$ cat config.mk
export PLATFORM = sky130hd
export DESIGN_NAME = gpio_irq_ctrl
export DESIGN_NICKNAME = d
export VERILOG_FILES = /design/src/rtl/gpio_irq_pkg.sv /design/src/rtl/gpio_irq_sync.sv /design/src/rtl/gpio_irq_detect.sv /design/src/rtl/gpio_irq_regs.sv /design/src/rtl/gpio_irq_prio.sv /design/src/rtl/gpio_irq_ctrl.sv
export SDC_FILE = /design/constraint.sdc
export NUM_CORES = 1
export LEC_CHECK = 0
export BUFFER_PORTS_ARGS = -buffer_cell sky130_fd_sc_hd__buf_4
export CAP_MARGIN = 0
export CORE_ASPECT_RATIO = 1.1
export CORE_UTILIZATION = 65
export DETAILED_ROUTE_END_ITERATION = 7
export GPL_ROUTABILITY_DRIVEN = 0
export PLACE_DENSITY = 0.82
export SYNTH_ARGS = -nofsm -noshare
export SYNTH_HDL_FRONTEND = slang
export SYNTH_SLANG_ARGS = --single-unit
$ cat constraint.sdc
create_clock -name clk -period 4 [get_ports clk]
set_clock_uncertainty 0.05 [all_clocks]
set_input_delay 0.4 -clock clk [delete_from_list [all_inputs] [get_ports clk]]
set_output_delay 0.4 -clock clk [all_outputs]
set_load 0.005 [all_outputs]
$ cat src/rtl/gpio_irq_pkg.sv
package gpio_irq_pkg;

    localparam int ADDR_W = 6;

    // Register selected by a halfword address
    typedef enum logic [2:0] {
        SEL_STAT,
        SEL_EN,
        SEL_TYPE,
        SEL_LVL,
        SEL_HOLD,
        SEL_FALL,
        SEL_RISE,
        SEL_NONE
    } reg_sel_e;

    typedef struct packed {
        reg_sel_e sel;
        logic     hi;
    } reg_dec_t;

    // Byte offset of the lower halfword of each register
    localparam logic [ADDR_W-1:0] OFS_STAT = 6'h08;
    localparam logic [ADDR_W-1:0] OFS_EN   = 6'h0C;
    localparam logic [ADDR_W-1:0] OFS_TYPE = 6'h10;
    localparam logic [ADDR_W-1:0] OFS_LVL  = 6'h14;
    localparam logic [ADDR_W-1:0] OFS_HOLD = 6'h18;
    localparam logic [ADDR_W-1:0] OFS_FALL = 6'h20;
    localparam logic [ADDR_W-1:0] OFS_RISE = 6'h24;

    function automatic reg_dec_t decode_addr(logic [ADDR_W-1:0] addr);
        reg_dec_t          d;
        logic [ADDR_W-1:0] base;
        base  = {addr[ADDR_W-1:2], 2'b00};
        d.hi  = addr[1];
        d.sel = SEL_NONE;
        if (!addr[0]) begin
            unique case (base)
                OFS_STAT: d.sel = SEL_STAT;
                OFS_EN:   d.sel = SEL_EN;
                OFS_TYPE: d.sel = SEL_TYPE;
                OFS_LVL:  d.sel = SEL_LVL;
                OFS_HOLD: d.sel = SEL_HOLD;
                OFS_FALL: d.sel = SEL_FALL;
                OFS_RISE: d.sel = SEL_RISE;
                default:  d.sel = SEL_NONE;
            endcase
        end
        return d;
    endfunction

endpackage

$ cat src/rtl/gpio_irq_sync.sv
module gpio_irq_sync #(
    parameter int WIDTH  = 32,
    parameter int STAGES = 2
) (
    input  logic             clk,
    input  logic             rst_n,
    input  logic [WIDTH-1:0] async_i,
    output logic [WIDTH-1:0] sync_o
);

    logic [WIDTH-1:0] stage_q [STAGES];

    always_ff @(posedge clk or negedge rst_n) begin
        if (!rst_n) begin
            for (int s = 0; s < STAGES; s++) stage_q[s] <= '0;
        end else begin
            stage_q[0] <= async_i;
            for (int s = 1; s < STAGES; s++) stage_q[s] <= stage_q[s-1];
        end
    end

    assign sync_o = stage_q[STAGES-1];

endmodule

$ cat src/rtl/gpio_irq_detect.sv
module gpio_irq_detect #(
    parameter int NPINS = 32
) (
    input  logic             clk,
    input  logic             rst_n,
    input  logic [NPINS-1:0] cur_i,
    input  logic [NPINS-1:0] type_i,
    input  logic [NPINS-1:0] lvl_i,
    input  logic [NPINS-1:0] hold_i,
    input  logic [NPINS-1:0] fall_i,
    input  logic [NPINS-1:0] rise_i,
    input  logic [NPINS-1:0] clr_i,
    output logic [NPINS-1:0] stat_o
);

    logic [NPINS-1:0] prev_q;
    logic [NPINS-1:0] stat_q;
    logic [NPINS-1:0] stat_d;

    always_ff @(posedge clk or negedge rst_n) begin
        if (!rst_n) prev_q <= '0;
        else        prev_q <= cur_i;
    end

    for (genvar p = 0; p < NPINS; p++) begin : g_pin
        logic up, down, evt;
        always_comb begin
            up   = cur_i[p] & ~prev_q[p];
            down = ~cur_i[p] & prev_q[p];
            if (type_i[p]) evt = (up & rise_i[p]) | (down & fall_i[p]);
            else           evt = lvl_i[p] ? cur_i[p] : ~cur_i[p];
            if (type_i[p] && hold_i[p]) stat_d[p] = evt | (stat_q[p] & ~clr_i[p]);
            else                        stat_d[p] = evt;
        end
    end

    always_ff @(posedge clk or negedge rst_n) begin
        if (!rst_n) stat_q <= '0;
        else        stat_q <= stat_d;
    end

    assign stat_o = stat_q;

endmodule

$ cat src/rtl/gpio_irq_regs.sv
module gpio_irq_regs
    import gpio_irq_pkg::*;
#(
    parameter int NPINS = 32,
    parameter int HALF  = 16
) (
    input  logic              clk,
    input  logic              rst_n,
    input  logic              wr_i,
    input  logic [ADDR_W-1:0] addr_i,
    input  logic [HALF-1:0]   wdata_i,
    input  logic [NPINS-1:0]  stat_i,
    output logic [NPINS-1:0]  en_o,
    output logic [NPINS-1:0]  type_o,
    output logic [NPINS-1:0]  lvl_o,
    output logic [NPINS-1:0]  hold_o,
    output logic [NPINS-1:0]  fall_o,
    output logic [NPINS-1:0]  rise_o,
    output logic [NPINS-1:0]  clr_o,
    output logic [HALF-1:0]   rdata_o
);

    reg_dec_t         dec;
    logic [NPINS-1:0] en_q, type_q, lvl_q, hold_q, fall_q, rise_q;
    logic [NPINS-1:0] rd_word;

    assign dec = decode_addr(addr_i);

    function automatic logic [NPINS-1:0] merge(logic [NPINS-1:0] old, logic hi,
                                               logic [HALF-1:0] d);
        logic [NPINS-1:0] r;
        r = old;
        if (hi) r[HALF +: HALF] = d;
        else    r[0 +: HALF]    = d;
        return r;
    endfunction

    always_ff @(posedge clk or negedge rst_n) begin
        if (!rst_n) begin
            en_q   <= '0;
            type_q <= '0;
            lvl_q  <= '0;
            hold_q <= '0;
            fall_q <= '0;
            rise_q <= '0;
        end else if (wr_i) begin
            unique case (dec.sel)
                SEL_EN:   en_q   <= merge(en_q,   dec.hi, wdata_i);
                SEL_TYPE: type_q <= merge(type_q, dec.hi, wdata_i);
                SEL_LVL:  lvl_q  <= merge(lvl_q,  dec.hi, wdata_i);
                SEL_HOLD: hold_q <= merge(hold_q, dec.hi, wdata_i);
                SEL_FALL: fall_q <= merge(fall_q, dec.hi, wdata_i);
                SEL_RISE: rise_q <= merge(rise_q, dec.hi, wdata_i);
                default:  ;
            endcase
        end
    end

    always_comb begin
        clr_o = '0;
        if (wr_i && dec.sel == SEL_STAT) clr_o = merge('0, dec.hi, wdata_i);
    end

    always_comb begin
        unique case (dec.sel)
            SEL_STAT: rd_word = stat_i;
            SEL_EN:   rd_word = en_q;
            SEL_TYPE: rd_word = type_q;
            SEL_LVL:  rd_word = lvl_q;
            SEL_HOLD: rd_word = hold_q;
            SEL_FALL: rd_word = fall_q;
            SEL_RISE: rd_word = rise_q;
            default:  rd_word = '0;
        endcase
        rdata_o = dec.hi ? rd_word[HALF +: HALF] : rd_word[0 +: HALF];
    end

    assign en_o   = en_q;
    assign type_o = type_q;
    assign lvl_o  = lvl_q;
    assign hold_o = hold_q;
    assign fall_o = fall_q;
    assign rise_o = rise_q;

endmodule

$ cat src/rtl/gpio_irq_prio.sv
module gpio_irq_prio #(
    parameter int NPINS = 32,
    parameter int HALF  = 16,
    localparam int IDX_W = $clog2(NPINS),
    localparam int HW    = $clog2(HALF)
) (
    input  logic [NPINS-1:0] pend_i,
    output logic             valid_o,
    output logic [IDX_W-1:0] pin_o
);

    logic [HALF-1:0] half_v [2];
    logic [HW-1:0]   half_idx [2];
    logic            half_any [2];

    for (genvar h = 0; h < 2; h++) begin : g_half
        always_comb begin
            half_v[h]   = pend_i[h*HALF +: HALF];
            half_any[h] = |half_v[h];
            half_idx[h] = '0;
            for (int i = HALF - 1; i >= 0; i--) begin
                if (half_v[h][i]) half_idx[h] = HW'(i);
            end
        end
    end

    always_comb begin
        valid_o = half_any[0] | half_any[1];
        if (half_any[0])      pin_o = IDX_W'(half_idx[0]);
        else if (half_any[1]) pin_o = IDX_W'(HALF) + IDX_W'(half_idx[1]);
        else                  pin_o = '0;
    end

endmodule

$ cat src/rtl/gpio_irq_ctrl.sv
module gpio_irq_ctrl
    import gpio_irq_pkg::*;
#(
    parameter int NPINS     = 32,
    parameter int HALF      = NPINS / 2,
    parameter int SYNC_STGS = 2,
    localparam int IDX_W    = $clog2(NPINS)
) (
    input  logic              clk,
    input  logic              rst_n,
    input  logic [NPINS-1:0]  pins_i,
    input  logic              reg_wr_i,
    input  logic [ADDR_W-1:0] reg_addr_i,
    input  logic [HALF-1:0]   reg_wdata_i,
    output logic [HALF-1:0]   reg_rdata_o,
    output logic              irq_o,
    output logic              irq_valid_o,
    output logic [IDX_W-1:0]  irq_pin_o
);

    logic [NPINS-1:0] cur_w;
    logic [NPINS-1:0] stat_w, en_w, type_w, lvl_w, hold_w, fall_w, rise_w, clr_w;
    logic [NPINS-1:0] pend_w;

    gpio_irq_sync #(.WIDTH(NPINS), .STAGES(SYNC_STGS)) u_sync (
        .clk     (clk),
        .rst_n   (rst_n),
        .async_i (pins_i),
        .sync_o  (cur_w)
    );

    gpio_irq_regs #(.NPINS(NPINS), .HALF(HALF)) u_regs (
        .clk     (clk),
        .rst_n   (rst_n),
        .wr_i    (reg_wr_i),
        .addr_i  (reg_addr_i),
        .wdata_i (reg_wdata_i),
        .stat_i  (stat_w),
        .en_o    (en_w),
        .type_o  (type_w),
        .lvl_o   (lvl_w),
        .hold_o  (hold_w),
        .fall_o  (fall_w),
        .rise_o  (rise_w),
        .clr_o   (clr_w),
        .rdata_o (reg_rdata_o)
    );

    gpio_irq_detect #(.NPINS(NPINS)) u_detect (
        .clk    (clk),
        .rst_n  (rst_n),
        .cur_i  (cur_w),
        .type_i (type_w),
        .lvl_i  (lvl_w),
        .hold_i (hold_w),
        .fall_i (fall_w),
        .rise_i (rise_w),
        .clr_i  (clr_w),
        .stat_o (stat_w)
    );

    assign pend_w = stat_w & en_w;
    assign irq_o  = |pend_w;

    gpio_irq_prio #(.NPINS(NPINS), .HALF(HALF)) u_prio (
        .pend_i  (pend_w),
        .valid_o (irq_valid_o),
        .pin_o   (irq_pin_o)
    );

endmodule

# After elaboration in Yosys (flattened, before gate mapping)
# Index checks and enable logic that the tools add are counted.
# classes
add_sub_neg	1
n_eq_ne	13
n_mux	137
bitwise_logic	323
n_reduce_logical	49
# ops
cell	count
case mux 32 bit (7 select lines)	1
AND 1 bit	160
2-to-1 mux 4 bit	32
NOT 1 bit	97
2-to-1 mux 1 bit	96
OR 1 bit	65
2-to-1 mux 16 bit	3
AND reduction 3 bit	12
logical AND 1 bit	33
AND 32 bit	1
2-to-1 mux 32 bit	1
OR reduction 16 bit	2
OR reduction 32 bit	1
case mux 3 bit (7 select lines)	1
== test 4 x 3 -> 1 bit (second input constant)	3
2-to-1 mux 5 bit	2
== test 3 bit (second input constant)	3
== test 4 x 2 -> 1 bit (second input constant)	2
== test 4 bit (second input constant)	2
== test 3 x 2 -> 1 bit (second input constant)	2
adder 5 x 4 -> 5 bit (first input constant)	1
== test 3 x 1 -> 1 bit (second input constant)	1
zero test 3 bit	1
2-to-1 mux 3 bit	1
# totals
register_bits	320
out_inout_bits	23
wordCells	539

# Longest topological paths before layout
# logic_depth
depth_word	20
ltp_mapped	8
mapped_depth_nobuf	5

# Modules after synthesis
# Synthesis repeated with hierarchy kept, for this count alone.
# unflattened
cells_unflattened	1264
hier_area_um2	15230.9
# by_module_without_submodules
module	n_inst	cells_per_inst	area_each_um2	seq_area_each_um2
gpio_irq_regs	1	738	9550.4	4804.6
gpio_irq_detect	1	320	3123.0	1601.5
gpio_irq_sync	1	96	1841.8	1601.5
gpio_irq_prio	1	65	417.9	0.0
gpio_irq_ctrl	1	45	297.8	0.0

# Worst setup path after synthesis
# Ideal clock, no wire load.
# synth_path
path_kind	input port to output port
start	input port reg_addr_i[5]
end	output port reg_rdata_o[10]
arrival_time_ps	1586
slack_ps	1964
path_stages	6
n_path_buf	2
path_cell_list	nor2b_2 nor4b_4 buf_4 buf_2 a22oi_1 a31oi_1
# synth_via
elab_chain_cells	6
elab_cells_between_ends	18
classes_between	eq/ne: 13; mux: 4; reduce/logical: 1
# synth_rtl
item	line	source
start, declared	gpio_irq_ctrl.sv:13	input logic [ADDR_W-1:0] reg_addr_i,
== test 4 bit (tied with other cells)	gpio_irq_pkg.sv:38	unique case (base)
case mux 3 bit (7 select lines) (*)	gpio_irq_pkg.sv:38	
2-to-1 mux 3 bit (*)	gpio_irq_pkg.sv:37	if (!addr[0]) begin
== test 3 bit (tied with other cells)	gpio_irq_regs.sv:65	unique case (dec.sel)
case mux 32 bit (7 select lines) (*)	gpio_irq_regs.sv:65	
2-to-1 mux 16 bit (*)	gpio_irq_regs.sv:75	rdata_o = dec.hi ? rd_word[HALF +: HALF] : rd_word[0 +: HALF];
end, declared	gpio_irq_ctrl.sv:15	output logic [HALF-1:0] reg_rdata_o,
# Every way passes the cells marked *; elsewhere a longest branch is shown, timed or not.

# Final worst setup path
# layout_path
start	input port reg_addr_i[0]
end	output port reg_rdata_o[3]
# layout_via
elab_chain_cells	4
elab_cells_between_ends	10
classes_between	eq/ne: 6; mux: 3; reduce/logical: 1
# layout_rtl
item	line
2-to-1 mux 3 bit (*)	gpio_irq_pkg.sv:37
== test 3 bit (tied with other cells)	gpio_irq_regs.sv:65
case mux 32 bit (7 select lines) (*)	gpio_irq_regs.sv:65
2-to-1 mux 16 bit (*)	gpio_irq_regs.sv:75
# Marks and branches as above.

==> results.sh <==
export IMPL_outcome="complete, no violations"
export IMPL_wire_per_inst_um=24.2
export IMPL_syn_area_mm2=0.0141
export IMPL_cts_tree="done"
export IMPL_synth_edf_count=0
export IMPL_hold_path_class="in2reg"
export IMPL_max_clock_freq_mhz=320
export IMPL_reg2regPathDepth=4
export IMPL_final_cells=1530
export IMPL_cts_buffers_inserted=31
export IMPL_synth_async_reset_ratio_pct=100
export IMPL_finalMaxSlewViolations=0
export IMPL_insertedDiodeCount=0
export IMPL_place_inst=1443
export IMPL_synth_ff_type="dfrtp_1"
export IMPL_grt_pass1_wl_um=57900
export IMPL_h_tree_depth=1
export IMPL_drive_gt1_share_pct=25.9
export IMPL_nNetsFinal=1276
export IMPL_setup_viol_count_final=0
export IMPL_ys_ff_latch=320
export IMPL_leakage_uw=0.00753
export IMPL_ios=80
export IMPL_timing_rr_start="u_sync.sync_o[25]"
export IMPL_path_clk_slew_ns=0.06
export IMPL_cts_root_buf="clkbuf_16"
export IMPL_yosysTopAreaCell="dfrtp_1"
export IMPL_regArea_mm2=0.00801
export IMPL_coreArea_mm2=0.0213
export IMPL_endpoint="reg_rdata_o[3]"
export IMPL_p_per_area_mw_per_mm2=479
export IMPL_ys_types=51
export IMPL_io_buffers=79
export IMPL_syn_area_per_cell_um2=12.7
export IMPL_area_growth_pct=14.3
export IMPL_drtAntennaViolNets=0
export IMPL_routed_wl_um=37000
export IMPL_grt_max_degree=95
export IMPL_routed_via_density=6.64
export IMPL_yosys_warnings=0
export IMPL_worst_setup_path_end_kind="primary output"
export IMPL_vias=10200
export IMPL_synth_nets=1175
export IMPL_min_period_over_period_pct=78.0
export IMPL_dp_hpwl_um=23200
export IMPL_ctsHoldBuffers=33
export IMPL_yosysSeqAreaShare_pct=56.6
export IMPL_die_h_um=157
export IMPL_crit_path_start="reg_addr_i[0]"
export IMPL_peakVddDrop_v=0.000362
export IMPL_yosysTopAreaCellShare_pct=56.6
export IMPL_rows=56
export IMPL_postCtsResizedCells=0
export IMPL_overflow=0
export IMPL_multi_input_area_mm2=0.00571
export IMPL_timing_rr_end="u_detect.stat_o[25]"
export IMPL_initial_core_util_pct=66.4
export IMPL_period_minus_slack_ns=3.12
export IMPL_hold_viol=0
export IMPL_slew_headroom_pct=52.8
export IMPL_synthTopCellsByArea="dfrtp_1 (57%), mux2_2 (11%), a22oi_1 (4.1%), o21ai_0 (3.1%), mux2_1 (3.0%)"
export IMPL_die_x_um=143
export IMPL_dieArea_mm2=0.0224
export IMPL_worst_setup_path_start_kind="input port"
export IMPL_syn_inst=1118
export IMPL_clock_latency_ns=0.55
export IMPL_max_cap_viol_count=0
export IMPL_drc_errors=0
export IMPL_critical_path_class="in2out"
export IMPL_grt_pass1_vias=10500
export IMPL_critical_path_peak_fanout=11
export IMPL_crit_arrival_ns=2.67
export IMPL_cts_setup_buffers=0
export IMPL_tns_ns=0
export IMPL_first_iter_violations=1156
export IMPL_track_usage_pct=34.5
export IMPL_antenna_found_initial=0
export IMPL_drt_pre_antenna_iters=6
export IMPL_cts_sinks=320
export IMPL_worst_pin_slew_ns=0.709
export IMPL_required_ns=3.55
export IMPL_grt_setup_unrepaired="false"
export IMPL_clock_path_buffers=3
export IMPL_r2r_slack_ns=2.89
export IMPL_fillerInstances=1364
## critical path, stage by stage
cell and delay (ns):
buf_4 0.15, nor3b_2 0.59, and2_1 0.60, buf_4 0.38, a22oi_1 0.15, a31oi_1 0.24, buf_4 0.15
## cell families after synthesis
| logic type | Yosys count | synth area share, % |
|---|---|---|
| compound gates | 303 | 14.2 |
| xor+xnor | 32 | 1.98 |
| buf+inv | 69 | 3.03 |
| flops | 320 | 56.6 |
| mux | 192 | 15.8 |
| simple gates | 202 | 8.39 |
## routing by layer
layer	global-route usage [%]	part of all wire (%)	vias to the layer above
met5	0	0	-
met4	16.9	4.5	0
met3	5.66	8.7	119
met2	56.7	49	557
met1	44.6	38	5131
li1	-	-	4352
## cell type report
class	instances	area share, %
inverter	3	0.0697
clock buffer	47	5.60
multi-input combinational	729	35.3
sequential	320	49.5
timing repair buffer	134	7.01
tap	290	2.24
clock inverter	7	0.217
## per-stage QoR
step | cell area (µm²) | utilization [%] | setup WS [ns] | hold WS [ns] | power, µW
detailed placement | 14900 | 69.9 | 0.986 | 0.285 | 5010
global placement | 14900 | 69.9 | 1.16 | 0.281 | 4950
global route | 16200 | 75.9 | 0.837 | 0.142 | 8020
floorplan | 14100 | - | 1.96 | 0.0544 | 4530
CTS | 16200 | 75.9 | 0.951 | 0.128 | 7740
finish | 16200 | 75.9 | 0.879 | 0.138 | 7740
## power by group
group / switching, µW / internal (µW)
sequential: 412 / 3620
combinational: 466 / 511
clock: 1180 / 1540
## worst min path at each step
stage / from / end / slack [ns] / cells after the start
3_5_place_dp: u_sync.stage_q[51] / u_sync.sync_o[19] / 0.28 / 0
2_1_floorplan: rst_n / u_detect.prev_q[0] / 0.05 / 0
4_1_cts: reg_wdata_i[7] / u_regs.type_o[7] / 0.13 / 2
5_1_grt: reg_wdata_i[7] / u_regs.type_o[7] / 0.14 / 2
3_3_place_gp: u_sync.stage_q[51] / u_sync.sync_o[19] / 0.28 / 0
6_report: reg_wdata_i[9] / u_regs.hold_o[9] / 0.14 / 2
## registers in the layout, indices dropped and copies added (netlist names)
register / count
u_sync.stage_q: 32
u_regs.rise_o: 32
u_detect.stat_o: 32
u_regs.type_o: 32
u_regs.lvl_o: 32
u_detect.prev_q: 32
u_regs.hold_o: 32
u_regs.en_o: 32
u_regs.fall_o: 32
u_sync.sync_o: 32
## cells in the mapped netlist (2+ instances only)
library cell / n
a222oi_1: 4
nor3_1: 2
and2_1: 9
a211oi_1: 15
buf_6: 10
inv_1: 3
xor2_1: 32
mux2_2: 134
buf_2: 16
a22oi_1: 77
nor2_1: 3
a221oi_1: 3
o21ai_1: 12
a32o_1: 5
nor2b_1: 2
o21ai_0: 87
nand2b_1: 2
buf_4: 17
nor3b_4: 2
mux2_1: 38
a31o_2: 2
nand2_2: 2
a21oi_1: 34
nand4_1: 2
nand3b_1: 33
nand2_4: 8
and3_1: 44
dfrtp_1: 320
a31oi_1: 18
a2111oi_0: 14
o32ai_1: 2
nand2_1: 83
o21a_1: 2
mux2_4: 20
nand3_1: 4
a22o_1: 21
clkbuf_1: 22
## cells in the final DEF (no fill, tap or decap), types with 21 or more instances in the layout
master / Yosys / layout
a21oi_1: 34 / 34
a22o_1: 21 / 21
a22oi_1: 77 / 77
and3_1: 44 / 44
buf_4: 17 / 97
clkbuf_16: 0 / 31
dfrtp_1: 320 / 320
dlygate4sd3_1: 0 / 33
mux2_1: 38 / 38
mux2_2: 134 / 134
nand2_1: 83 / 83
nand3b_1: 33 / 33
o21ai_0: 87 / 87
xor2_1: 32 / 32
No activity file was read; power rests on OpenSTA's default activity.
